## config.mk

```make
export PLATFORM = sky130hd
export DESIGN_NAME = npc_gen
export DESIGN_NICKNAME = d
export VERILOG_FILES = /design/src/rtl/npc_pkg.sv /design/src/rtl/npc_decode.sv /design/src/rtl/npc_incr.sv /design/src/rtl/npc_bank.sv /design/src/rtl/npc_gen.sv
export SDC_FILE = /design/constraint.sdc
export NUM_CORES = 1
export LEC_CHECK = 0
export ABC_CLOCK_PERIOD_IN_PS = 1880
export BUFFER_PORTS_ARGS = -buffer_cell sky130_fd_sc_hd__buf_2
export CORE_MARGIN = 2
export CORE_UTILIZATION = 40
export CTS_CLUSTER_DIAMETER = 40
export CTS_CLUSTER_SIZE = 12
export DETAILED_ROUTE_END_ITERATION = 10
export GPL_ROUTABILITY_DRIVEN = 0
export HOLD_SLACK_MARGIN = 0.08
export PLACE_DENSITY = 0.8
export SLEW_MARGIN = 20
export SYNTH_ARGS = -nofsm -noshare
export SYNTH_HDL_FRONTEND = slang
export SYNTH_SLANG_ARGS = --single-unit
```

## constraint.sdc

```tcl
create_clock -name clk -period 1.88 [get_ports clk]
set_clock_uncertainty 0.05 [all_clocks]
set_input_delay 0.282 -clock clk [delete_from_list [all_inputs] [get_ports clk]]
set_output_delay 0.282 -clock clk [all_outputs]
set_load 0.005 [all_outputs]
```

## src/rtl/npc_pkg.sv

```systemverilog
package npc_pkg;
   typedef enum logic [2:0] {
      K_SEQ  = 3'd0,
      K_LONG = 3'd1,
      K_COND = 3'd2,
      K_ACCJ = 3'd3,
      K_RET  = 3'd4,
      K_BANK = 3'd5
   } npc_kind_e;

   typedef enum logic [1:0] {
      T_NONE  = 2'd0,
      T_PAGE  = 2'd1,
      T_FIXED = 2'd2
   } npc_tbl_e;

   typedef struct packed {
      npc_kind_e kind;
      logic      two_byte;
      npc_tbl_e  tbl;
      logic      bit_test;
   } npc_dec_t;
endpackage

```

## src/rtl/npc_decode.sv

```systemverilog
module npc_decode
   import npc_pkg::*;
#(
   parameter int OP_W = 8
)(
   input  logic [OP_W-1:0] op,
   output npc_dec_t        dec
);
   if (OP_W != 8) begin : g_bad_op
      $error("npc_decode: opcode width must be 8");
   end

   logic [3:0] lo;
   logic       is_imm_alu, is_port_imm, is_mov_imm, is_djnz, is_jb;

   assign lo          = op[3:0];
   assign is_jb       = (op[4:0] == 5'b10010);
   assign is_djnz     = (op[7:3] == 5'b11101);
   assign is_imm_alu  = (lo == 4'h3) && (op[7:4] inside {4'h0, 4'h1, 4'h2, 4'h4, 4'h5, 4'hD});
   assign is_port_imm = (op[7:2] == 6'b100010) || (op[7:2] == 6'b100110);
   assign is_mov_imm  = (op[7:1] == 7'b1011000) || (op[7:3] == 5'b10111);

   always_comb begin
      dec          = '0;
      dec.kind     = K_SEQ;
      dec.tbl      = T_NONE;
      dec.bit_test = is_jb;
      if (lo == 4'h4)                          dec.kind = K_LONG;
      else if (lo == 4'h6 || is_jb || is_djnz) dec.kind = K_COND;
      else if (op == 8'hB3)                    dec.kind = K_ACCJ;
      else if (op == 8'h83 || op == 8'h93)     dec.kind = K_RET;
      else if (op == 8'hE5 || op == 8'hF5)     dec.kind = K_BANK;
      dec.two_byte = (lo == 4'h4) || (lo == 4'h6) || is_jb || is_djnz ||
                     is_imm_alu || is_port_imm || is_mov_imm;
      if (op == 8'hA3)      dec.tbl = T_PAGE;
      else if (op == 8'hE3) dec.tbl = T_FIXED;
   end
endmodule

```

## src/rtl/npc_incr.sv

```systemverilog
module npc_incr #(
   parameter int PC_W   = 12,
   parameter int STEP   = 1,
   parameter bit RIPPLE = 1'b0
)(
   input  logic [PC_W-1:0] a,
   output logic [PC_W-1:0] y
);
   localparam int LOW_W = PC_W - 1;

   if (STEP < 1 || STEP > 3) begin : g_bad_step
      $error("npc_incr: STEP out of range");
   end

   localparam logic [LOW_W-1:0] K = LOW_W'(STEP);
   logic [LOW_W-1:0] sum;

   if (RIPPLE) begin : g_ripple
      logic [LOW_W:0] c;
      assign c[0] = 1'b0;
      for (genvar i = 0; i < LOW_W; i++) begin : g_bit
         assign sum[i]   = a[i] ^ K[i] ^ c[i];
         assign c[i+1]   = (a[i] & K[i]) | (c[i] & (a[i] ^ K[i]));
      end
   end else begin : g_adder
      assign sum = a[LOW_W-1:0] + K;
   end

   // top bit is never touched by sequential advance
   assign y = {a[PC_W-1], sum};
endmodule

```

## src/rtl/npc_bank.sv

```systemverilog
module npc_bank #(
   parameter int OP_W = 8
)(
   input  logic            clk,
   input  logic            rst_n,
   input  logic            load,
   input  logic [OP_W-1:0] op,
   output logic            bank
);
   always_ff @(posedge clk) begin
      if (!rst_n)    bank <= 1'b0;
      else if (load) bank <= op[4];
   end

   a_r5_bank_value: assert property (@(posedge clk) disable iff (!rst_n)
      load |=> (bank == $past(op[4])));
endmodule

```

## src/rtl/npc_gen.sv

```systemverilog
module npc_gen
   import npc_pkg::*;
#(
   parameter int          PC_W           = 12,
   parameter int          DATA_W         = 8,
   parameter logic [3:0]  TBL_FIXED_PAGE = 4'h3,
   parameter bit          RIPPLE_INC     = 1'b0
)(
   input  logic              clk,
   input  logic              rst_n,
   input  logic              step,
   input  logic [DATA_W-1:0] opcode,
   input  logic [DATA_W-1:0] imm,
   input  logic [DATA_W-1:0] acc,
   input  logic              cond_taken,
   input  logic [PC_W-1:0]   stack_pc,
   output logic [PC_W-1:0]   pc,
   output logic [PC_W-1:0]   ret_addr,
   output logic              tbl_valid,
   output logic [PC_W-1:0]   tbl_addr,
   output logic [2:0]        test_bit_sel
);
   localparam int PAGE_W = PC_W - DATA_W;
   localparam int LJ_W   = PC_W - 1 - DATA_W;

   if (PC_W != DATA_W + 4) begin : g_bad_width
      $error("npc_gen: PC_W must be DATA_W + 4");
   end
   if (LJ_W != 3) begin : g_bad_long
      $error("npc_gen: long target field must be 3 bits");
   end

   npc_dec_t        dec;
   logic            bank;
   logic [PC_W-1:0] pc_q, pc_d, pc_p1, pc_p2;

   npc_decode #(.OP_W(DATA_W)) u_dec (.op(opcode), .dec(dec));

   npc_incr #(.PC_W(PC_W), .STEP(1), .RIPPLE(RIPPLE_INC)) u_inc1 (.a(pc_q), .y(pc_p1));
   npc_incr #(.PC_W(PC_W), .STEP(2), .RIPPLE(RIPPLE_INC)) u_inc2 (.a(pc_q), .y(pc_p2));

   npc_bank #(.OP_W(DATA_W)) u_bank (
      .clk  (clk),
      .rst_n(rst_n),
      .load (step && dec.kind == K_BANK),
      .op   (opcode),
      .bank (bank)
   );

   always_comb begin
      unique case (dec.kind)
         K_LONG:  pc_d = {bank, opcode[DATA_W-1 -: LJ_W], imm};
         K_COND:  pc_d = cond_taken ? {pc_p1[PC_W-1 -: PAGE_W], imm} : pc_p2;
         K_ACCJ:  pc_d = {pc_q[PC_W-1 -: PAGE_W], acc};
         K_RET:   pc_d = stack_pc;
         default: pc_d = dec.two_byte ? pc_p2 : pc_p1;
      endcase
   end

   always_ff @(posedge clk) begin
      if (!rst_n)    pc_q <= '0;
      else if (step) pc_q <= pc_d;
   end

   always_comb begin
      tbl_valid = (dec.tbl != T_NONE);
      tbl_addr  = '0;
      if (dec.tbl == T_PAGE)       tbl_addr = {pc_p1[PC_W-1 -: PAGE_W], acc};
      else if (dec.tbl == T_FIXED) tbl_addr = {TBL_FIXED_PAGE, acc};
   end

   assign pc           = pc_q;
   assign ret_addr     = pc_p2;
   assign test_bit_sel = dec.bit_test ? opcode[7:5] : 3'd0;

   a_r2_hold: assert property (@(posedge clk) disable iff (!rst_n)
      !step |=> $stable(pc_q));
   a_r4_long_target: assert property (@(posedge clk) disable iff (!rst_n)
      (step && dec.kind == K_LONG) |=>
         (pc_q == {$past(bank), $past(opcode[7:5]), $past(imm)}));
   a_r3_seq_keeps_top: assert property (@(posedge clk) disable iff (!rst_n)
      (step && (dec.kind == K_SEQ || dec.kind == K_BANK)) |=>
         (pc_q[PC_W-1] == $past(pc_q[PC_W-1])));
   a_r8_acc_jump: assert property (@(posedge clk) disable iff (!rst_n)
      (step && dec.kind == K_ACCJ) |=>
         (pc_q == {$past(pc_q[PC_W-1 -: PAGE_W]), $past(acc)}));
   a_r9_return: assert property (@(posedge clk) disable iff (!rst_n)
      (step && dec.kind == K_RET) |=> (pc_q == $past(stack_pc)));
   a_r6_taken_low: assert property (@(posedge clk) disable iff (!rst_n)
      (step && dec.kind == K_COND && cond_taken) |=>
         (pc_q[DATA_W-1:0] == $past(imm)));
   a_r10_fixed_page: assert property (@(posedge clk) disable iff (!rst_n)
      (dec.tbl == T_FIXED) |-> (tbl_valid && tbl_addr[PC_W-1 -: PAGE_W] == TBL_FIXED_PAGE));
endmodule

```

# Word-level counts from Yosys, hierarchy flattened
# Cells that the tools add are included.
classes:
  n_eq_ne: 28
  n_mux: 13
  reduce_logical: 20
  add_sub_neg: 2
  bitwise_logic: 2
op_table:
  columns: ["op", "count"]
  rows:
  - ["$eq 8x8->1 const B", 7]
  - ["$pmux 12 s4", 1]
  - ["$mux 11", 2]
  - ["$mux 3", 6]
  - ["$eq 4x3->1 const B", 4]
  - ["$eq 5x5->1 const B", 3]
  - ["$eq 6x6->1 const B", 2]
  - ["$logic_or 1x1->1", 12]
  - ["$mux 12", 1]
  - ["$add 11x1->11 const B", 1]
  - ["$add 11x2->11 const B", 1]
  - ["$mux 10", 1]
  - ["$eq 4x2->1 const B", 2]
  - ["$eq 7x7->1 const B", 1]
  - ["$eq 3x2->1 const B", 2]
  - ["$eq 3x3->1 const B", 2]
  - ["$reduce_bool 6->1", 1]
  - ["$eq 4x1->1 const B", 1]
  - ["$eq 4x4->1 const B", 1]
  - ["$logic_not 4->1", 1]
  - ["$mux 2", 2]
  - ["$reduce_and 4->1", 1]
  - ["$reduce_bool 2->1", 2]
  - ["$eq 3x1->1 const B", 1]
  - ["5 further kinds", 7]
totals:
  ff_bits: 13
  output_inout_bits: 40
  word_cells: 69
  input_bits: 40

# Depth between registers and ports, before layout
depth:
  word_depth: 10
  depth_mapped: 8
  depth_no_buf: 7

# Hierarchy
# A second synthesis with hierarchy kept.
hier_totals:
  hier_cells: 248
  hier_area_um2: 1910.6
modules_own_cells:
  columns: ["module", "cells_each", "instances", "area_per_inst_um2"]
  rows:
  - ["npc_gen", 167, 1, 1331.3]
  - ["npc_decode", 29, 1, 192.7]
  - ["npc_incr at u_inc2", 26, 1, 178.9]
  - ["npc_incr at u_inc1", 23, 1, 171.4]
  - ["npc_bank", 3, 1, 36.3]

# Worst setup path before layout
# Ideal clock, no wire load.
synth_path:
  kind: "input to register"
  from: "input opcode[3]"
  to: "register pc_q[0], in the netlist pc[0]"
  required_ns: 1.699
  cell_stages: 8
  n_path_buf: 2
  setup_ns: 0.131
  arrival_ns: 1.798
  path_slack_ns: -0.099
  cell_sequence: "buf_2 -> nor4b_2 -> a221oi_2 -> o21a_1 -> buf_2 -> and3_1 -> a211oi_1 -> o21ai_1"
synth_via:
  elab_chain_len: 9
synth_lines:
  columns: ["item", "line", "text"]
  rows:
  - ["start: declaration", "npc_gen.sv:12", "input logic [DATA_W-1:0] opcode,"]
  - ["$eq 8x8->1 (tied with other cells)", "npc_decode.sv:32", "else if (op == 8'hE5 || op == 8'hF5) dec.kind = K_BANK;"]
  - ["$logic_or 1x1->1 (on tied branches)", "npc_decode.sv:32, npc_decode.sv:33", null]
  - ["$mux 3 or $logic_or 1x1->1 (tied branches)", "npc_decode.sv:32, npc_decode.sv:33", null]
  - ["$mux 3 or $logic_or 1x1->1 (tied branches)", "npc_decode.sv:31, npc_decode.sv:33", null]
  - ["$mux 3 or $logic_or 1x1->1 (tied branches)", "npc_decode.sv:30, npc_decode.sv:33", null]
  - ["$mux 3 or $logic_or 1x1->1 (tied branches)", "npc_decode.sv:29, npc_decode.sv:34", null]
  - ["$mux 3 or $logic_or 1x1->1 (tied branches)", "npc_decode.sv:28, npc_decode.sv:34", null]
  - ["$eq 3x3->1 (tied with other cells)", "npc_gen.sv:51", "unique case (dec.kind)"]
  - ["$pmux 12 s4 (*)", "npc_gen.sv:51", null]
  - ["end signal: assignment", "npc_gen.sv:62", "else if (step) pc_q <= pc_d;"]
  - ["end: declaration", "npc_gen.sv:35", "logic [PC_W-1:0] pc_q, pc_d, pc_p1, pc_p2;"]
# Every way passes the cells marked *; elsewhere a longest branch is shown, timed or not.
# A chain may end at the register's enable or synchronous reset.

# Worst setup path in the final report
layout_path:
  from: "register pc_q[1], in the netlist pc[1]"
  to: "output tbl_addr[8]"
layout_via:
  elab_chain_len: 2
layout_lines:
  columns: ["item", "line", "text"]
  rows:
  - ["$add 11x1->11", "npc_incr.sv:26", "assign sum = a[LOW_W-1:0] + K;"]
  - ["$mux 12", "npc_gen.sv:68", "if (dec.tbl == T_PAGE) tbl_addr = {pc_p1[PC_W-1 -: PAGE_W], acc};"]
  - ["end: declaration", "npc_gen.sv:20", "output logic [PC_W-1:0] tbl_addr,"]
# Every way passes these cells.

==> qor.txt <==
Post-synthesis cell count: 224
Vias per cell: 6.015
GRT Total Usage: 27.94%
Fillers: 345
DP HPWL: 4.780 mm
Critical-path cell list: ha_2 -> nand3_4 -> nor3_4 -> xor2_1 -> o21a_1 -> buf_2
Final hold vios: 0
Register bit total from synthesis: 13
Clock sinks: 13
Max-slew headroom: 76.75%
IO Count: 80
Setup_tns: -0.08862 ns
Largest net degree at the start of global routing: 18
Fin area: 0.002577 mm^2
Initial DRT Pass Iterations: 5
Fin nets: 382
Critical path peak fanout: 4
Startpoint Class: flip-flop
Die footprint: 0.004623 mm^2
Final worst setup slack: -0.03772 ns
Total Routed Length: 6.599 mm
Max-slew violations: 0
Fin crit share: 102.0%
Max-cap viol count: 0
Post-synthesis cell area: 0.001638 mm^2
Num CTS Buffers: 3
WHS: 0.2804 ns
Ant diodes: 0
Total grt overflow: 0
Post-DR wirelength/cell: 16.96 um
Hold path depth: 3
Failing checks: setup timing
Clock Latency Late Sink: 0.25 ns
Reg-to-Reg Start: pc[1]
Crit. End Element: output port
Sequential cell area: 274.0 um^2
Unrepaired setup endpoints after global routing: yes
Number of flops mapped to enable cells by yosys: 0
FFs w/ async S/R, synth: 0%
Setup Viol. Count Final: 3
Largest family of logic cells by synthesized area: compound AO/OA/AOI/OAI gates
Run status: finished with violations
Worst-path clk slew: 0.07 ns
Layout cells sized above 1: 49.85%
Slowest cell on crit path: dfxtp_4
Count of buffers from port buffering: 79
Initial antenna violation count: 0
CTS max path bufs: 2
Crit path largest cell delay: 0.38 ns
Syn Nets: 266
Die height: 67.99 um
RR Endpoint: pc[5]
Post-synthesis compound-gate area fraction: 36.36%
Dpl cell area: 0.002356 mm^2
Top_reg_cell synth: dfxtp_1
Worst hold path startpoint: imm[6]
Num rows: 23
Crit Path Category: flip-flop to output port
Finished Core Util: 64.90%
Worst VDD drop: 0.0003869 V
Number of global-route vias before repair: 2145
Cells on worst reg2reg path: 6
H-tree levels: 1
Fin crit period: 1.918 ns
Multi-input gate area: 0.001393 mm^2
Leakage Power: 1.241 nW
Worst path buffer plus inverter count: 1
Core area: 0.003971 mm^2
Die X: 67.99 um
Initial DRC Count: 240
Yosys warns: 0
Worst Hold Endpoint: pc[6]
CTS tree: built
Hold Path Class: input port to flip-flop
Remaining DRCs: 0
Required @ worst endpoint: 1.55 ns
Worst-Margin Slew: 0.3440 ns
Hold_buf cts: 0
Avg Cell Area, Syn: 7.312 um^2
Layout area overhead: 57.37%
Post-Synth Simple-Gate Area: 28.88%
DR vias: 2340
Post-synthesis mux area share: 1.833%
CTS root buffer: clkbuf_8
Commonest non-fill, non-tap cells in the layout: buf_2 (78), buf_4 (51), nand2_1 (18), and2_1 (11), o21ai_0 (11)
First-pass GRT wire length: 9.936 mm
Starting Density: 41.24%
Synth Area in Adders: 1.528%
Pwr/cell area: 411.4 mW/mm^2
Antenna viol nets, final: 0
Register-to-register setup slack: 0.07 ns
Crit path arrival time: 1.59 ns
Crit path max-delay family: flip-flops
Netlist cell types: 58
Xor and xnor area share after synthesis: 8.556%
Most common cell after layout, fill and taps aside: buf_2
Register area share after synthesis: 15.89%
Crit. path cell count: 6
Max Clock Freq: 521.5 MHz
synthesized netlist by cell type, drive strengths merged (3+ instances only):
library cell / count / area [um^2]
a21boi: 4 / 30.03
a221o: 3 / 31.28
a32oi: 5 / 43.79
nor2b: 5 / 38.78
nand2: 20 / 75.07
and3: 5 / 31.28
a211oi: 5 / 37.54
a22oi: 5 / 37.54
xor2: 6 / 52.55
nand4: 3 / 18.77
o21a: 4 / 30.03
a21oi: 10 / 50.05
and2: 12 / 76.33
a22o: 4 / 43.80
o21bai: 3 / 22.52
dfxtp: 13 / 260.3
nor2: 12 / 45.04
o21ai: 13 / 65.06
o211ai: 4 / 30.03
buf: 7 / 46.29
a221oi: 4 / 41.29
nand3: 9 / 45.04
inv: 6 / 22.52
nor3: 8 / 40.04
clkbuf: 12 / 45.04
xnor2: 10 / 87.58
mux2i: 3 / 30.03
a31oi: 3 / 18.77
worst max path at each step:
stage / start / endpoint / slack [ns]
final: pc[1] / tbl_addr[8] / -0.04
after floorplan: opcode[5] / pc[4] / 0.006
after global placement: opcode[4] / pc[3] / -0.16
after global routing: pc[1] / tbl_addr[8] / -0.08
after CTS: pc[1] / tbl_addr[9] / -0.08
after detailed placement: opcode[4] / pc[3] / -0.22
area by class of cell:
type / count / area share, %
multi-input combinational: 186 / 54.03
timing repair buffer: 130 / 30.29
sequential: 13 / 10.63
tap: 50 / 2.427
clock buffer: 4 / 1.748
inverter: 6 / 0.8738
power by group:
part	internal (W)	total (W)	switching, W
Sequential	0.000295	0.000322	0.0000275
Clock	0.000150	0.000274	0.000123
Combinational	0.000231	0.000465	0.000233
routing by layer:
layer / track usage, % / up-vias / wire (um)
li1: - / 1076 / -
met5: 0 / - / 0
met1: 33.70 / 1108 / 2582
met2: 50.36 / 129 / 3301
met3: 4.605 / 27 / 475
met4: 8.250 / 0 / 240
kinds of logic after synthesis:
| family | Yosys count |
|---|---|
| compound gates | 80 |
| xor+xnor | 16 |
| fa+ha+maj | 2 |
| buf+inv | 25 |
| flops | 13 |
| mux | 3 |
| simple gates | 85 |
sequential cells by signal, summed over array words and instances, names as in the netlist:
register,flops
u_bank.bank,1
pc,12
repair_timing:
item / in CTS / in global routing
buffers inserted: 1 / 5
pin swaps: 6 / 6
gates resized for setup: 16 / 18
endpoints found under the hold margin: 0 / 0
setup endpoints to repair: 8 / 21
through the flow:
step / cells / power [W] / worst slack (ns)
5_1_grt: 389 / 0.001108 / -0.07747
3_5_place_dp: 379 / 0.0007497 / -0.2166
6_report: 389 / 0.001060 / -0.03772
3_3_place_gp: 379 / 0.0007379 / -0.1593
2_1_floorplan: 224 / 0.0005388 / 0.005776
4_1_cts: 384 / 0.001028 / -0.07851
tightest hold or removal path, cell delays in order:
cell and delay (ns):
buf_2 0.08, a221oi_1 0.06, a21oi_1 0.12
No activity file was read; power rests on OpenSTA's default activity.
